==> config.mk <==
export PLATFORM = sky130hd
export DESIGN_NAME = serial_rx_wake
export DESIGN_NICKNAME = d
export VERILOG_FILES = /design/src/rtl/serial_rx_pkg.sv /design/src/rtl/rx_bit_sampler.sv /design/src/rtl/rx_frame_shift.sv /design/src/rtl/rx_idle_timer.sv /design/src/rtl/rx_wake_status.sv /design/src/rtl/serial_rx_wake.sv
export SDC_FILE = /design/constraint.sdc
export NUM_CORES = 1
export LEC_CHECK = 0
export BUFFER_PORTS_ARGS = -buffer_cell sky130_fd_sc_hd__buf_2
export CORE_MARGIN = 1
export CORE_UTILIZATION = 46
export CTS_CLUSTER_DIAMETER = 60
export DETAILED_ROUTE_END_ITERATION = 10
export PLACE_DENSITY = 0.63
export SETUP_SLACK_MARGIN = 0.02
export SLEW_MARGIN = 20
export SYNTH_ARGS = -nofsm -noshare
export SYNTH_HDL_FRONTEND = slang
export SYNTH_SLANG_ARGS = --single-unit
==> constraint.sdc <==
create_clock -name clk -period 2.1 [get_ports clk]
set_clock_uncertainty 0.1 [all_clocks]
set_input_delay 0.42 -clock clk [delete_from_list [all_inputs] [get_ports clk]]
set_output_delay 0.42 -clock clk [all_outputs]
set_load 0.05 [all_outputs]
==> src/rtl/serial_rx_pkg.sv <==
package serial_rx_pkg;

  typedef enum logic [1:0] {
    ST_IDLE,
    ST_START,
    ST_DATA,
    ST_STOP
  } rx_state_e;

  typedef enum logic [1:0] {
    BK_START,
    BK_DATA,
    BK_STOP
  } bit_kind_e;

  typedef struct packed {
    logic val;
    logic noisy;
  } vote_t;

  function automatic vote_t vote3(input logic a, input logic b, input logic c);
    vote_t v;
    v.val   = (a & b) | (a & c) | (b & c);
    v.noisy = !((a == b) && (b == c));
    return v;
  endfunction

endpackage

==> src/rtl/rx_bit_sampler.sv <==
module rx_bit_sampler
  import serial_rx_pkg::*;
#(
  parameter int OSR      = 16,
  parameter int DATA_MAX = 9
) (
  input  logic                        clk,
  input  logic                        rst,
  input  logic                        tick,
  input  logic                        rxd,
  input  logic                        nine_bit,
  output logic                        line_s,
  output logic                        bit_stb,
  output bit_kind_e                   bit_kind,
  output logic                        bit_val,
  output logic                        bit_noisy,
  output logic [$clog2(DATA_MAX)-1:0] bit_idx
);
  localparam int PH_W  = $clog2(OSR);
  localparam int IDX_W = $clog2(DATA_MAX);
  localparam int MID   = OSR / 2;

  logic [1:0]       sync_q;
  rx_state_e        state;
  logic [PH_W-1:0]  ph;
  logic             s_a, s_b;
  logic [IDX_W-1:0] idx;
  logic [IDX_W-1:0] last_idx;
  vote_t            vote_now;

  assign line_s   = sync_q[1];
  assign last_idx = nine_bit ? IDX_W'(DATA_MAX - 1) : IDX_W'(DATA_MAX - 2);

  always_comb vote_now = vote3(s_a, s_b, line_s);

  always_ff @(posedge clk) begin
    if (rst) sync_q <= 2'b11;
    else     sync_q <= {sync_q[0], rxd};
  end

  always_ff @(posedge clk) begin
    if (rst) begin
      state     <= ST_IDLE;
      ph        <= '0;
      s_a       <= 1'b1;
      s_b       <= 1'b1;
      idx       <= '0;
      bit_stb   <= 1'b0;
      bit_kind  <= BK_START;
      bit_val   <= 1'b1;
      bit_noisy <= 1'b0;
      bit_idx   <= '0;
    end else begin
      bit_stb <= 1'b0;
      if (tick) begin
        if (state == ST_IDLE) begin
          if (!line_s) begin
            state <= ST_START;
            ph    <= PH_W'(1);
          end
        end else begin
          ph <= (ph == PH_W'(OSR - 1)) ? '0 : ph + 1'b1;
          if (ph == PH_W'(MID - 1)) s_a <= line_s;
          if (ph == PH_W'(MID))     s_b <= line_s;
          if (ph == PH_W'(MID + 1)) begin
            case (state)
              ST_START: begin
                if (vote_now.val) begin
                  state <= ST_IDLE;
                end else begin
                  state     <= ST_DATA;
                  idx       <= '0;
                  bit_stb   <= 1'b1;
                  bit_kind  <= BK_START;
                  bit_val   <= 1'b0;
                  bit_noisy <= vote_now.noisy;
                end
              end
              ST_DATA: begin
                bit_stb   <= 1'b1;
                bit_kind  <= BK_DATA;
                bit_val   <= vote_now.val;
                bit_noisy <= vote_now.noisy;
                bit_idx   <= idx;
                if (idx == last_idx) state <= ST_STOP;
                else                 idx   <= idx + 1'b1;
              end
              default: begin
                bit_stb   <= 1'b1;
                bit_kind  <= BK_STOP;
                bit_val   <= vote_now.val;
                bit_noisy <= vote_now.noisy;
                state     <= ST_IDLE;
              end
            endcase
          end
        end
      end
    end
  end

endmodule

==> src/rtl/rx_frame_shift.sv <==
module rx_frame_shift
  import serial_rx_pkg::*;
#(
  parameter int DATA_MAX = 9
) (
  input  logic                        clk,
  input  logic                        rst,
  input  logic                        bit_stb,
  input  bit_kind_e                   bit_kind,
  input  logic                        bit_val,
  input  logic                        bit_noisy,
  input  logic [$clog2(DATA_MAX)-1:0] bit_idx,
  output logic                        frm_done,
  output logic [DATA_MAX-1:0]         frm_char,
  output logic                        frm_noisy,
  output logic                        frm_bad_stop
);
  localparam int IDX_W = $clog2(DATA_MAX);

  logic [DATA_MAX-1:0] shreg;
  logic                noise_acc;

  genvar g;
  generate
    for (g = 0; g < DATA_MAX; g++) begin : g_cell
      always_ff @(posedge clk) begin
        if (rst) begin
          shreg[g] <= 1'b0;
        end else if (bit_stb) begin
          if (bit_kind == BK_START)
            shreg[g] <= 1'b0;
          else if (bit_kind == BK_DATA && bit_idx == IDX_W'(g))
            shreg[g] <= bit_val;
        end
      end
    end
  endgenerate

  always_ff @(posedge clk) begin
    if (rst) begin
      noise_acc    <= 1'b0;
      frm_done     <= 1'b0;
      frm_char     <= '0;
      frm_noisy    <= 1'b0;
      frm_bad_stop <= 1'b0;
    end else begin
      frm_done <= 1'b0;
      if (bit_stb) begin
        case (bit_kind)
          BK_START: noise_acc <= bit_noisy;
          BK_DATA:  noise_acc <= noise_acc | bit_noisy;
          default: begin
            frm_done     <= 1'b1;
            frm_char     <= shreg;
            frm_noisy    <= noise_acc | bit_noisy;
            frm_bad_stop <= !bit_val;
          end
        endcase
      end
    end
  end

endmodule

==> src/rtl/rx_idle_timer.sv <==
module rx_idle_timer #(
  parameter int OSR      = 16,
  parameter int DATA_MAX = 9
) (
  input  logic clk,
  input  logic rst,
  input  logic tick,
  input  logic line_s,
  input  logic nine_bit,
  output logic idle_evt
);
  localparam int LIM_MAX = (DATA_MAX + 2) * OSR;
  localparam int CNT_W   = $clog2(LIM_MAX + 1);

  logic [CNT_W-1:0] cnt;
  logic [CNT_W-1:0] limit;

  assign limit = nine_bit ? CNT_W'(LIM_MAX) : CNT_W'(LIM_MAX - OSR);

  always_ff @(posedge clk) begin
    if (rst) begin
      cnt      <= '0;
      idle_evt <= 1'b0;
    end else begin
      idle_evt <= 1'b0;
      if (tick) begin
        if (!line_s) begin
          cnt <= '0;
        end else if (cnt < limit) begin
          cnt <= cnt + 1'b1;
          if (cnt == limit - 1'b1) idle_evt <= 1'b1;
        end
      end
    end
  end

endmodule

==> src/rtl/rx_wake_status.sv <==
module rx_wake_status #(
  parameter int DATA_MAX = 9
) (
  input  logic                clk,
  input  logic                rst,
  input  logic                frm_done,
  input  logic [DATA_MAX-1:0] frm_char,
  input  logic                frm_noisy,
  input  logic                frm_bad_stop,
  input  logic                idle_evt,
  input  logic                sleep_wr,
  input  logic                sleep_val,
  input  logic                wake_sel,
  input  logic                nine_bit,
  input  logic                rd_strobe,
  output logic [DATA_MAX-1:0] rx_data,
  output logic                flag_full,
  output logic                flag_idle,
  output logic                flag_ovr,
  output logic                flag_noise,
  output logic                flag_frame,
  output logic                sleeping
);
  logic mark_bit, addr_wake, line_wake, accept, idle_hit, armed;

  always_comb begin
    mark_bit  = nine_bit ? frm_char[DATA_MAX-1] : frm_char[DATA_MAX-2];
    addr_wake = sleeping && wake_sel && frm_done && mark_bit;
    line_wake = sleeping && !wake_sel && idle_evt;
    accept    = frm_done && (!sleeping || addr_wake);
    idle_hit  = idle_evt && armed && !sleeping;
  end

  always_ff @(posedge clk) begin
    if (rst) begin
      rx_data    <= '0;
      flag_full  <= 1'b0;
      flag_idle  <= 1'b0;
      flag_ovr   <= 1'b0;
      flag_noise <= 1'b0;
      flag_frame <= 1'b0;
      sleeping   <= 1'b0;
      armed      <= 1'b0;
    end else begin
      if (rd_strobe) begin
        flag_full  <= 1'b0;
        flag_idle  <= 1'b0;
        flag_ovr   <= 1'b0;
        flag_noise <= 1'b0;
        flag_frame <= 1'b0;
      end
      if (idle_evt) armed <= 1'b0;
      if (accept) begin
        armed <= 1'b1;
        if (flag_full) begin
          flag_ovr <= 1'b1;
        end else begin
          rx_data    <= frm_char;
          flag_full  <= 1'b1;
          flag_noise <= frm_noisy;
          flag_frame <= frm_bad_stop;
        end
      end
      if (idle_hit) flag_idle <= 1'b1;
      if (addr_wake || line_wake) sleeping <= 1'b0;
      if (sleep_wr) sleeping <= sleep_val;
    end
  end

endmodule

==> src/rtl/serial_rx_wake.sv <==
module serial_rx_wake
  import serial_rx_pkg::*;
#(
  parameter int OSR      = 16,
  parameter int DATA_MAX = 9
) (
  input  logic                clk,
  input  logic                rst,
  input  logic                rxd,
  input  logic                baud_tick,
  input  logic                nine_bit,
  input  logic                wake_sel,
  input  logic                sleep_wr,
  input  logic                sleep_val,
  input  logic                rd_strobe,
  output logic [DATA_MAX-1:0] rx_data,
  output logic                flag_full,
  output logic                flag_idle,
  output logic                flag_ovr,
  output logic                flag_noise,
  output logic                flag_frame,
  output logic                sleeping
);
  localparam int IDX_W = $clog2(DATA_MAX);

  logic                line_s;
  logic                bit_stb, bit_val, bit_noisy;
  bit_kind_e           bit_kind;
  logic [IDX_W-1:0]    bit_idx;
  logic                frm_done, frm_noisy, frm_bad_stop;
  logic [DATA_MAX-1:0] frm_char;
  logic                idle_evt;

  rx_bit_sampler #(.OSR(OSR), .DATA_MAX(DATA_MAX)) u_smp (
    .clk       (clk),
    .rst       (rst),
    .tick      (baud_tick),
    .rxd       (rxd),
    .nine_bit  (nine_bit),
    .line_s    (line_s),
    .bit_stb   (bit_stb),
    .bit_kind  (bit_kind),
    .bit_val   (bit_val),
    .bit_noisy (bit_noisy),
    .bit_idx   (bit_idx)
  );

  rx_frame_shift #(.DATA_MAX(DATA_MAX)) u_frm (
    .clk          (clk),
    .rst          (rst),
    .bit_stb      (bit_stb),
    .bit_kind     (bit_kind),
    .bit_val      (bit_val),
    .bit_noisy    (bit_noisy),
    .bit_idx      (bit_idx),
    .frm_done     (frm_done),
    .frm_char     (frm_char),
    .frm_noisy    (frm_noisy),
    .frm_bad_stop (frm_bad_stop)
  );

  rx_idle_timer #(.OSR(OSR), .DATA_MAX(DATA_MAX)) u_idle (
    .clk      (clk),
    .rst      (rst),
    .tick     (baud_tick),
    .line_s   (line_s),
    .nine_bit (nine_bit),
    .idle_evt (idle_evt)
  );

  rx_wake_status #(.DATA_MAX(DATA_MAX)) u_stat (
    .clk          (clk),
    .rst          (rst),
    .frm_done     (frm_done),
    .frm_char     (frm_char),
    .frm_noisy    (frm_noisy),
    .frm_bad_stop (frm_bad_stop),
    .idle_evt     (idle_evt),
    .sleep_wr     (sleep_wr),
    .sleep_val    (sleep_val),
    .wake_sel     (wake_sel),
    .nine_bit     (nine_bit),
    .rd_strobe    (rd_strobe),
    .rx_data      (rx_data),
    .flag_full    (flag_full),
    .flag_idle    (flag_idle),
    .flag_ovr     (flag_ovr),
    .flag_noise   (flag_noise),
    .flag_frame   (flag_frame),
    .sleeping     (sleeping)
  );

endmodule

==> results of run 1 <==
routing by layer:
metal | wire [µm] | vias to the layer above | share of wire | global-route usage
met5 | 0 | - | 0 | 0
met4 | 80 | 0 | 0.012 | 0.0636
met3 | 250 | 7 | 0.036 | 0.0554
met2 | 3270 | 42 | 0.48 | 0.327
met1 | 3280 | 1293 | 0.48 | 0.255
li1 | - | 1399 | - | -
synth_stat cells, drive strengths merged (5+ instances only):
cell and number:
nor3 5, o31ai 14, nand2 37, inv 16, ha 11, a21oi 45, mux2i 18, nand3 7
nor2 31, or4 7, clkbuf 18, dfxtp 70, o21ai 12, nand4b 13
through the flow:
stage | std cells | hold WS (ns) | instance area [µm²]
2_1_floorplan | 366 | 0.289 | 3200
3_3_place_gp | 468 | 0.295 | 3480
3_5_place_dp | 468 | 0.301 | 3480
4_1_cts | 484 | 0.139 | 3700
5_1_grt | 484 | 0.147 | 3710
6_report | 484 | 0.156 | 3710
worst max-delay path by stage:
| stage | end | slack [ns] | cells after the start |
|---|---|---|---|
| global route | u_smp.idx[2] | 0.02 | 5 |
| floorplan | u_smp.idx[2] | 0.03 | 5 |
| detailed placement | u_smp.idx[2] | 0.05 | 5 |
| finish | u_smp.idx[2] | 0.07 | 5 |
| global placement | u_smp.idx[3] | 0.06 | 8 |
| CTS | u_smp.idx[2] | 0.03 | 5 |
where the power goes:
group          switching, mW  internal (mW)  leakage (nW)
Clock                  0.513          0.667         0.106
Sequential           0.00710           1.33         0.565
Combinational         0.0720         0.0384         0.677
cell type report:
type / instances / area, µm² / share of cell area
multi-input cells: 259 / 1680 / 0.452
flip-flops and latches: 70 / 1400 / 0.378
repair buffers: 41 / 250 / 0.0675
clock buffers: 10 / 128 / 0.0344
well taps: 80 / 100 / 0.0270
clock inverters: 6 / 86.3 / 0.0233
inverters: 18 / 67.6 / 0.0182
registers in the layout (all words and copies together), names as in the netlist, 2 cells and up:
register	flops
u_smp.idx	4
u_smp.state	2
u_stat.rx_data	9
u_smp.sync_q	2
u_smp.ph	4
u_frm.frm_char	9
u_idle.cnt	8
u_smp.bit_idx	4
u_frm.shreg	9
u_smp.bit_kind	2
worst max-delay path, delay by kind of cell (launching register included):
kind | cells | cell delay, ns
compound gates | 3 | 0.83
simple gates | 1 | 0.50
flops | 1 | 0.34
fa+ha+maj | 1 | 0.20
cells by family after synthesis:
group / after synthesis
AO/OA/AOI/OAI: 97
adder cells (fa/ha/maj): 11
buffers and inverters: 37
flip-flops: 70
multiplexers: 19
AND/OR/NAND/NOR: 132
timing repair:
action	CTS	global route
resized for setup	0	6
hold buffers	0	0
setup endpoints to repair	0	4
==> summary.md, run 1 <==
| Metric | Value |
|---|---|
| Run status | completed |
| DR iter-0 viols | 116 |
| Fin nets | 419 |
| Yosys warns | 0 |
| Via count | 2,741 |
| Commonest non-fill, non-tap cell in the layout | dfxtp_1 |
| Post-synthesis simple-gate area fraction | 0.226 |
| First-pass GRT wire length | 11.5 mm |
| Asr flop ratio synth | 0 |
| P&R area growth vs syn | 15.8% |
| Critical setup path kind | reg2reg |
| Slew HR | 0.598 |
| Die X-Extent | 85.5 µm |
| Worst Hold End | u_smp.sync_q[0] |
| Final Power | 2.63 mW |
| Syn Nets | 386 |
| Post-synth EDFFs | 0 |
| Die height | 85.5 µm |
| Clock-pin slew on the worst setup and hold paths | 0.07 ns |
| Slew Viols, Final | 0 |
| Post-synth top area cell | dfxtp_1 |
| Most frequent cells in the layout | dfxtp_1, a21oi_1, nand2_1 |
| Critical path's largest stage delay | 0.50 ns |
| Core footprint | 0.00676 mm² |
| Reg2reg start | u_smp.s_b |
| # DRC | 0 |
| Main synth FF type | dfxtp_1 |
| Crit. End Element | flop |
| Library cells used by synthesis | 50 |
| Share of the synthesized area in the top cell type | 0.437 |
| Num CTS Buffers | 9 |
| DRT Pass-1 Iters | 4 |
| Row count | 30 |
| Worst-Margin Slew | 0.601 ns |
| Via count of the first global-routing pass | 2,485 |
| Leak | 1.35 nW |
| N_diodes | 0 |
| Vias per std cell | 5.66 |
| CTS tree | built |
| Die Area | 0.00730 mm² |
| Worst setup startpoint | u_smp.s_b |
| Power per cell area | 710 mW/mm² |
| Hpwl dp | 4.75 mm |
| Largest family of logic cells by synthesized area | simple AND/OR/NAND/NOR gates |
| CTS Sinks | 70 |
| Worst slack at placement | 0.0543 ns |
| CP max-delay cell | or4_1 |
| Top cells by area, synth | dfxtp_1, a21oi_1, mux2i_1, nand2_1, ha_1 |
| Mapped Area | 0.00320 mm² |
| Final core utilization | 0.549 |
| Remaining Overflow, GRT | 0 |
| DRT Wirelength | 6.88 mm |
| Hold Path Stages | 2 |
| Multiplexer share of the synthesized area | 0.0597 |
| Adder-cell share of the synthesized area | 0.0430 |
| Pin count of the biggest net entering global routing | 22 |
| Ordered list of cells on the worst path | ha_1 > a211o_1 > a2111o_1 > or4_1 > a21oi_1 |
| Register bit total from synthesis | 70 |
| Reg2Reg Depth | 5 |
| Post-synthesis instance total | 366 |
| Arrival @ worst endpoint | 2.20 ns |
| Fin Setup TNS | 0 ns |
| H-tree levels | 3 |
| Hold Fails Final Rpt | 0 |
| Starting density of the core | 0.474 |
| Routed len/inst | 14.2 µm |
| Compound-Gate Fraction of Synth Area | 0.191 |
| Tcrit/Tclk final | 0.966 |
| # fillers | 638 |
| Peak fanout along the critical path | 3 |
| Fin crit period | 2.03 ns |
| Share of layout cells above drive strength 1 | 0.178 |
| Root Buffer | clkbuf_8 |
| Crit path launch type | flop |
| Routability cong. | 0.744 |
| Max Freq | 493 MHz |
| Ports | 24 |
| Reg2Reg Setup Slack | 0.07 ns |
| RSZ-0062 raised after global routing | no |
| Hold/Removal Path Class | in2reg |
| PortBufs | 23 |
| Reg-to-reg endpoint | u_smp.idx[2] |
| # Max-Cap Violations | 0 |
| Worst EP required | 2.27 ns |
| Hold Startpoint | rxd |
| Final worst slack | 0.0719 ns |
| VDD IR max | 527 µV |
| Initial antenna violation count | 0 |
| Skew-Pair Late Insertion Delay | 0.34 ns |
| Sequential-to-total area share from yosys stat | 0.437 |
| Remaining antenna violation count | 0 |
| Syn_area_per_cell | 8.75 µm² |
| Clock Tree Buf Depth | 2 |
| # setup viols final | 0 |
| Post-Synth XOR/XNOR Area | 0 |
| Post-CTS setup repair buffer count | 0 |
| Global router's overall resource usage | 0.200 |
Power figures use the tool's default switching activity.
==> run 2: changes to the inputs <==
==> constraint.sdc (replaced) <==
create_clock -name clk -period 2.1 [get_ports clk]
set_clock_uncertainty 0.1 [all_clocks]
set_input_delay 0.525 -clock clk [delete_from_list [all_inputs] [get_ports clk]]
set_output_delay 0.525 -clock clk [all_outputs]
set_load 0.05 [all_outputs]
==> summary.md, run 2 (synthesis results as in run 1) <==
| Metric | Value |
|---|---|
| Run status | completed |
| Reg2reg start | u_smp.s_b |
| First-pass GRT wire length | 11.5 mm |
| Slew Viols, Final | 0 |
| Critical setup path kind | reg2reg |
| Final worst slack | 0.0812 ns |
| Fin nets | 419 |
| CP Depth | 5 |
| CTS Sinks | 70 |
| Arrival @ worst endpoint | 2.19 ns |
| Hold Fails Final Rpt | 0 |
| Share of layout cells above drive strength 1 | 0.171 |
| Worst setup startpoint | u_smp.s_b |
| H-tree levels | 3 |
| Root Buffer | clkbuf_8 |
| Max Freq | 495 MHz |
| Commonest non-fill, non-tap cell in the layout | dfxtp_1 |
| CTS Hold Bufs | 0 |
| CP max-delay cell | or4_1 |
| Peak fanout along the critical path | 3 |
| Global router's overall resource usage | 0.194 |
| Most frequent cells in the layout | dfxtp_1, a21oi_1, nand2_1 |
| Remaining Overflow, GRT | 0 |
| Worst EP required | 2.27 ns |
| Routability cong. | 0.826 |
| Reg2Reg Depth | 5 |
| Ports | 24 |
| Hpwl dp | 4.57 mm |
| Slew HR | 0.595 |
| VDD IR max | 461 µV |
| Worst-Margin Slew | 0.606 ns |
| Hold Path Stages | 2 |
| Via count | 2,702 |
| Worst slack at placement | 0.0205 ns |
| Die height | 85.5 µm |
| Crit. End Element | flop |
| Row count | 30 |
| Crit path launch type | flop |
| Clock Tree Buf Depth | 2 |
| Hold Startpoint | rxd |
| Hold Slack | 0.271 ns |
| # Max-Cap Violations | 0 |
| Reg2Reg Setup Slack | 0.08 ns |
| PortBufs | 23 |
| DRT Pass-1 Iters | 4 |
| Remaining antenna violation count | 0 |
| Biggest regs | u_frm.frm_char x9, u_frm.shreg x9, u_stat.rx_data x9 |
| DRT Wirelength | 6.57 mm |
| Core footprint | 0.00676 mm² |
| # fillers | 643 |
| Vias per std cell | 5.58 |
| Hold/Removal Path Class | in2reg |
| Tcrit/Tclk final | 0.961 |
| # setup viols final | 0 |
| Reg-to-reg endpoint | u_smp.idx[2] |
| Initial antenna violation count | 0 |
| DR iter-0 viols | 101 |
| P&R area growth vs syn | 15.2% |
| Die Area | 0.00730 mm² |
| Pin count of the biggest net entering global routing | 40 |
| Fin Setup TNS | 0 ns |
| Clock-pin slew on the worst setup and hold paths | 0.07 ns |
| Skew-Pair Late Insertion Delay | 0.34 ns |
| Fin crit period | 2.02 ns |
| Leak | 1.35 nW |
| Num CTS Buffers | 9 |
| Starting density of the core | 0.474 |
| Power per cell area | 690 mW/mm² |
| Critical path's largest stage delay | 0.50 ns |
| RSZ-0062 raised after global routing | no |
| Routed len/inst | 13.6 µm |
| Buf+Inv Stages, Crit Path | 0 |
| Worst Hold End | u_smp.sync_q[0] |
| Via count of the first global-routing pass | 2,528 |
| CP delay by family, top | compound AO/OA/AOI/OAI gates |
| N_diodes | 0 |
| Ordered list of cells on the worst path | ha_1 > a211o_1 > a2111o_1 > or4_1 > a21oi_1 |
| CTS tree | built |
| Final core utilization | 0.546 |
| Die X-Extent | 85.5 µm |
| # DRC | 0 |
run 2: power by group:
group	switching, mW	internal (mW)
logic	0.0683	0.0346
clock network	0.515	0.587
registers	0.00715	1.33
total	0.591	1.96
run 2: through the flow:
stage | instances | cell area (µm²) | total power, mW
after CTS | 484 | 3690 | 2.59
after global routing | 484 | 3690 | 2.66
final | 484 | 3690 | 2.55
after global placement | 468 | 3480 | 1.47
after detailed placement | 468 | 3480 | 1.48
after floorplan | 366 | 3200 | 1.44
run 2: cell type report:
| type | count | area (µm²) | area share |
|---|---|---|---|
| inverters | 18 | 67.6 | 0.0183 |
| repair buffers | 41 | 250 | 0.0678 |
| well taps | 80 | 100 | 0.0271 |
| clock inverters | 6 | 67.6 | 0.0183 |
| multi-input cells | 259 | 1670 | 0.451 |
| flip-flops and latches | 70 | 1400 | 0.380 |
| clock buffers | 10 | 138 | 0.0373 |
run 2: worst register-to-register path, stage by stage (launching register included):
cell      delay, ns
dfxtp_1        0.33
ha_1           0.20
a211o_1        0.29
a2111o_1       0.39
or4_1          0.50
a21oi_1        0.15
run 2: layer usage:
metal,global-route usage,up-vias,wire (µm)
met3,0.0506,7,212
met2,0.322,37,3110
met1,0.246,1266,3190
met4,0.0652,0,61
li1,-,1392,-
met5,0,-,0
run 2: worst max-delay path by stage:
stage / end / slack, ns
2_1_floorplan: u_smp.idx[2] / 0.03
3_3_place_gp: u_idle.cnt[6] / 0.06
3_5_place_dp: u_idle.cnt[6] / 0.02
4_1_cts: u_smp.idx[2] / 0.04
5_1_grt: u_smp.idx[0] / 0.02
6_report: u_smp.idx[2] / 0.08
run 2: repair_timing:
item                                    CTS  global route
buffers inserted                          0             0
gates resized for setup                   0             2
endpoints found under the setup margin    0             4
==> run 3: changes to the inputs <==
CORE_UTILIZATION = 60   (was 46)
PLACE_DENSITY = 0.77   (was 0.63)
clock period = 2.45 ns   (was 2.1 ns; I/O delays follow)
==> summary.md, run 3 (synthesis results as in run 1) <==
| Metric | Value |
|---|---|
| Die X-Extent | 75.1 µm |
| Post-CTS setup repair buffer count | 0 |
| Biggest regs | u_frm.frm_char x9, u_frm.shreg x9, u_stat.rx_data x9 |
| Ports | 24 |
| Hold Fails Final Rpt | 0 |
| Clock-pin slew on the worst setup and hold paths | 0.08 ns |
| Crit. End Element | flop |
| # fillers | 420 |
| DRT Pass-1 Iters | 4 |
| CP delay by family, top | compound AO/OA/AOI/OAI gates |
| CTS tree | built |
| Power per cell area | 626 mW/mm² |
| H-tree levels | 3 |
| Global router's overall resource usage | 0.253 |
| Peak fanout along the critical path | 8 |
| Via count | 2,768 |
| Worst-Margin Slew | 0.544 ns |
| Slew HR | 0.637 |
| # setup viols final | 0 |
| Row count | 26 |
| Reg2Reg Setup Slack | 0.22 ns |
| Pin count of the biggest net entering global routing | 28 |
| Fin Setup TNS | 0 ns |
| Fin nets | 413 |
| Die height | 75.1 µm |
| RSZ-0062 raised after global routing | no |
| Skew-Pair Late Insertion Delay | 0.34 ns |
| # Max-Cap Violations | 0 |
| Hold/Removal Path Class | reg2reg |
| Remaining antenna violation count | 0 |
| DR iter-0 viols | 210 |
| Final Power | 2.29 mW |
| Reg-to-reg endpoint | u_smp.idx[2] |
| Max Freq | 449 MHz |
| CTS Hold Bufs | 0 |
| Hpwl dp | 4.55 mm |
| PortBufs | 23 |
| Hold Startpoint | u_smp.sync_q[0] |
| Hold Path Stages | 1 |
| Critical path's largest stage delay | 0.52 ns |
| Run status | completed |
| Die Area | 0.00564 mm² |
| Reg2reg start | u_smp.sync_q[1] |
| Worst Hold End | u_smp.sync_q[1] |
| Arrival @ worst endpoint | 2.40 ns |
| Vias per std cell | 5.91 |
| Ordered list of cells on the worst path | ha_1 > a211o_1 > a2111o_1 > or4_1 > a21oi_1 |
| Slew Viols, Final | 0 |
| Routed len/inst | 13.9 µm |
| Fin crit period | 2.23 ns |
| CP max-delay cell | or4_1 |
| Share of layout cells above drive strength 1 | 0.156 |
| Core footprint | 0.00514 mm² |
| P&R area growth vs syn | 14.1% |
| Reg2Reg Depth | 5 |
| CTS Sinks | 70 |
| # resized after CTS | 0 |
| Worst EP required | 2.63 ns |
| N_diodes | 0 |
| Commonest non-fill, non-tap cell in the layout | dfxtp_1 |
| Remaining Overflow, GRT | 0 |
| Via count of the first global-routing pass | 2,496 |
| Starting density of the core | 0.623 |
| First-pass GRT wire length | 10.8 mm |
| Critical setup path kind | reg2reg |
| Crit path launch type | flop |
| Root Buffer | clkbuf_8 |
| Buf+Inv Stages, Crit Path | 0 |
| Routability cong. | 0.874 |
| Initial antenna violation count | 0 |
| Num CTS Buffers | 9 |
| Leak | 1.33 nW |
| Clock Tree Buf Depth | 2 |
| VDD IR max | 425 µV |
| Most frequent cells in the layout | dfxtp_1, a21oi_1, nand2_1 |
| Tcrit/Tclk final | 0.908 |
| DRT Wirelength | 6.49 mm |
| # DRC | 0 |
| Worst setup startpoint | u_smp.sync_q[1] |
## run 3: cell types whose count changed in the layout (fill, tap and decap cells not counted), sizes merged
cell      before  now
buf           41   35
bufinv         1    2
clkinv         3    4
clkinvlp       2    1
inv           18   17
## run 3: per-layer routing
layer  GRT usage  vias up  routed length (µm)
li1            -     1389                   -
met1       0.314     1305                2930
met4       0.113        0                 113
met3      0.0629       12                 258
met2       0.416       62                3190
met5           0        -                   0
## run 3: worst max-delay path by stage
stage / to / cells after the start
floorplan: u_smp.idx[2] / 7
global placement: u_smp.idx[2] / 5
detailed placement: u_smp.idx[2] / 5
CTS: u_smp.idx[2] / 5
global route: u_smp.idx[2] / 5
finish: u_smp.idx[2] / 5
## run 3: final cells by class
| class | count | area, µm² | area share |
|---|---|---|---|
| Multi-Input combinational cell | 259 | 1660 | 0.455 |
| Sequential cell | 70 | 1400 | 0.383 |
| Timing Repair Buffer | 35 | 205 | 0.0561 |
| Clock buffer | 10 | 138 | 0.0376 |
| Clock inverter | 6 | 93.8 | 0.0257 |
| Tap cell | 70 | 87.6 | 0.0239 |
| Inverter | 18 | 67.6 | 0.0185 |
## run 3: per-stage QoR
step                      hold WS [ns]  setup WS [ns]   util  area (µm²)  std cells
after floorplan                  0.289          0.347      -        3200        366
after global placement           0.294          0.289  0.667        3430        452
after detailed placement         0.303          0.238  0.667        3430        452
after CTS                        0.319          0.220  0.712        3660        468
after global routing             0.344          0.137  0.712        3660        468
final                            0.317          0.225  0.712        3660        468
## run 3: power by group
group / total [mW] / leakage (nW) / switching, mW / internal (mW)
logic: 0.0878 / 0.650 / 0.0588 / 0.0291
registers: 1.15 / 0.565 / 0.00665 / 1.14
clock network: 1.05 / 0.113 / 0.445 / 0.608
total: 2.29 / 1.33 / 0.510 / 1.78
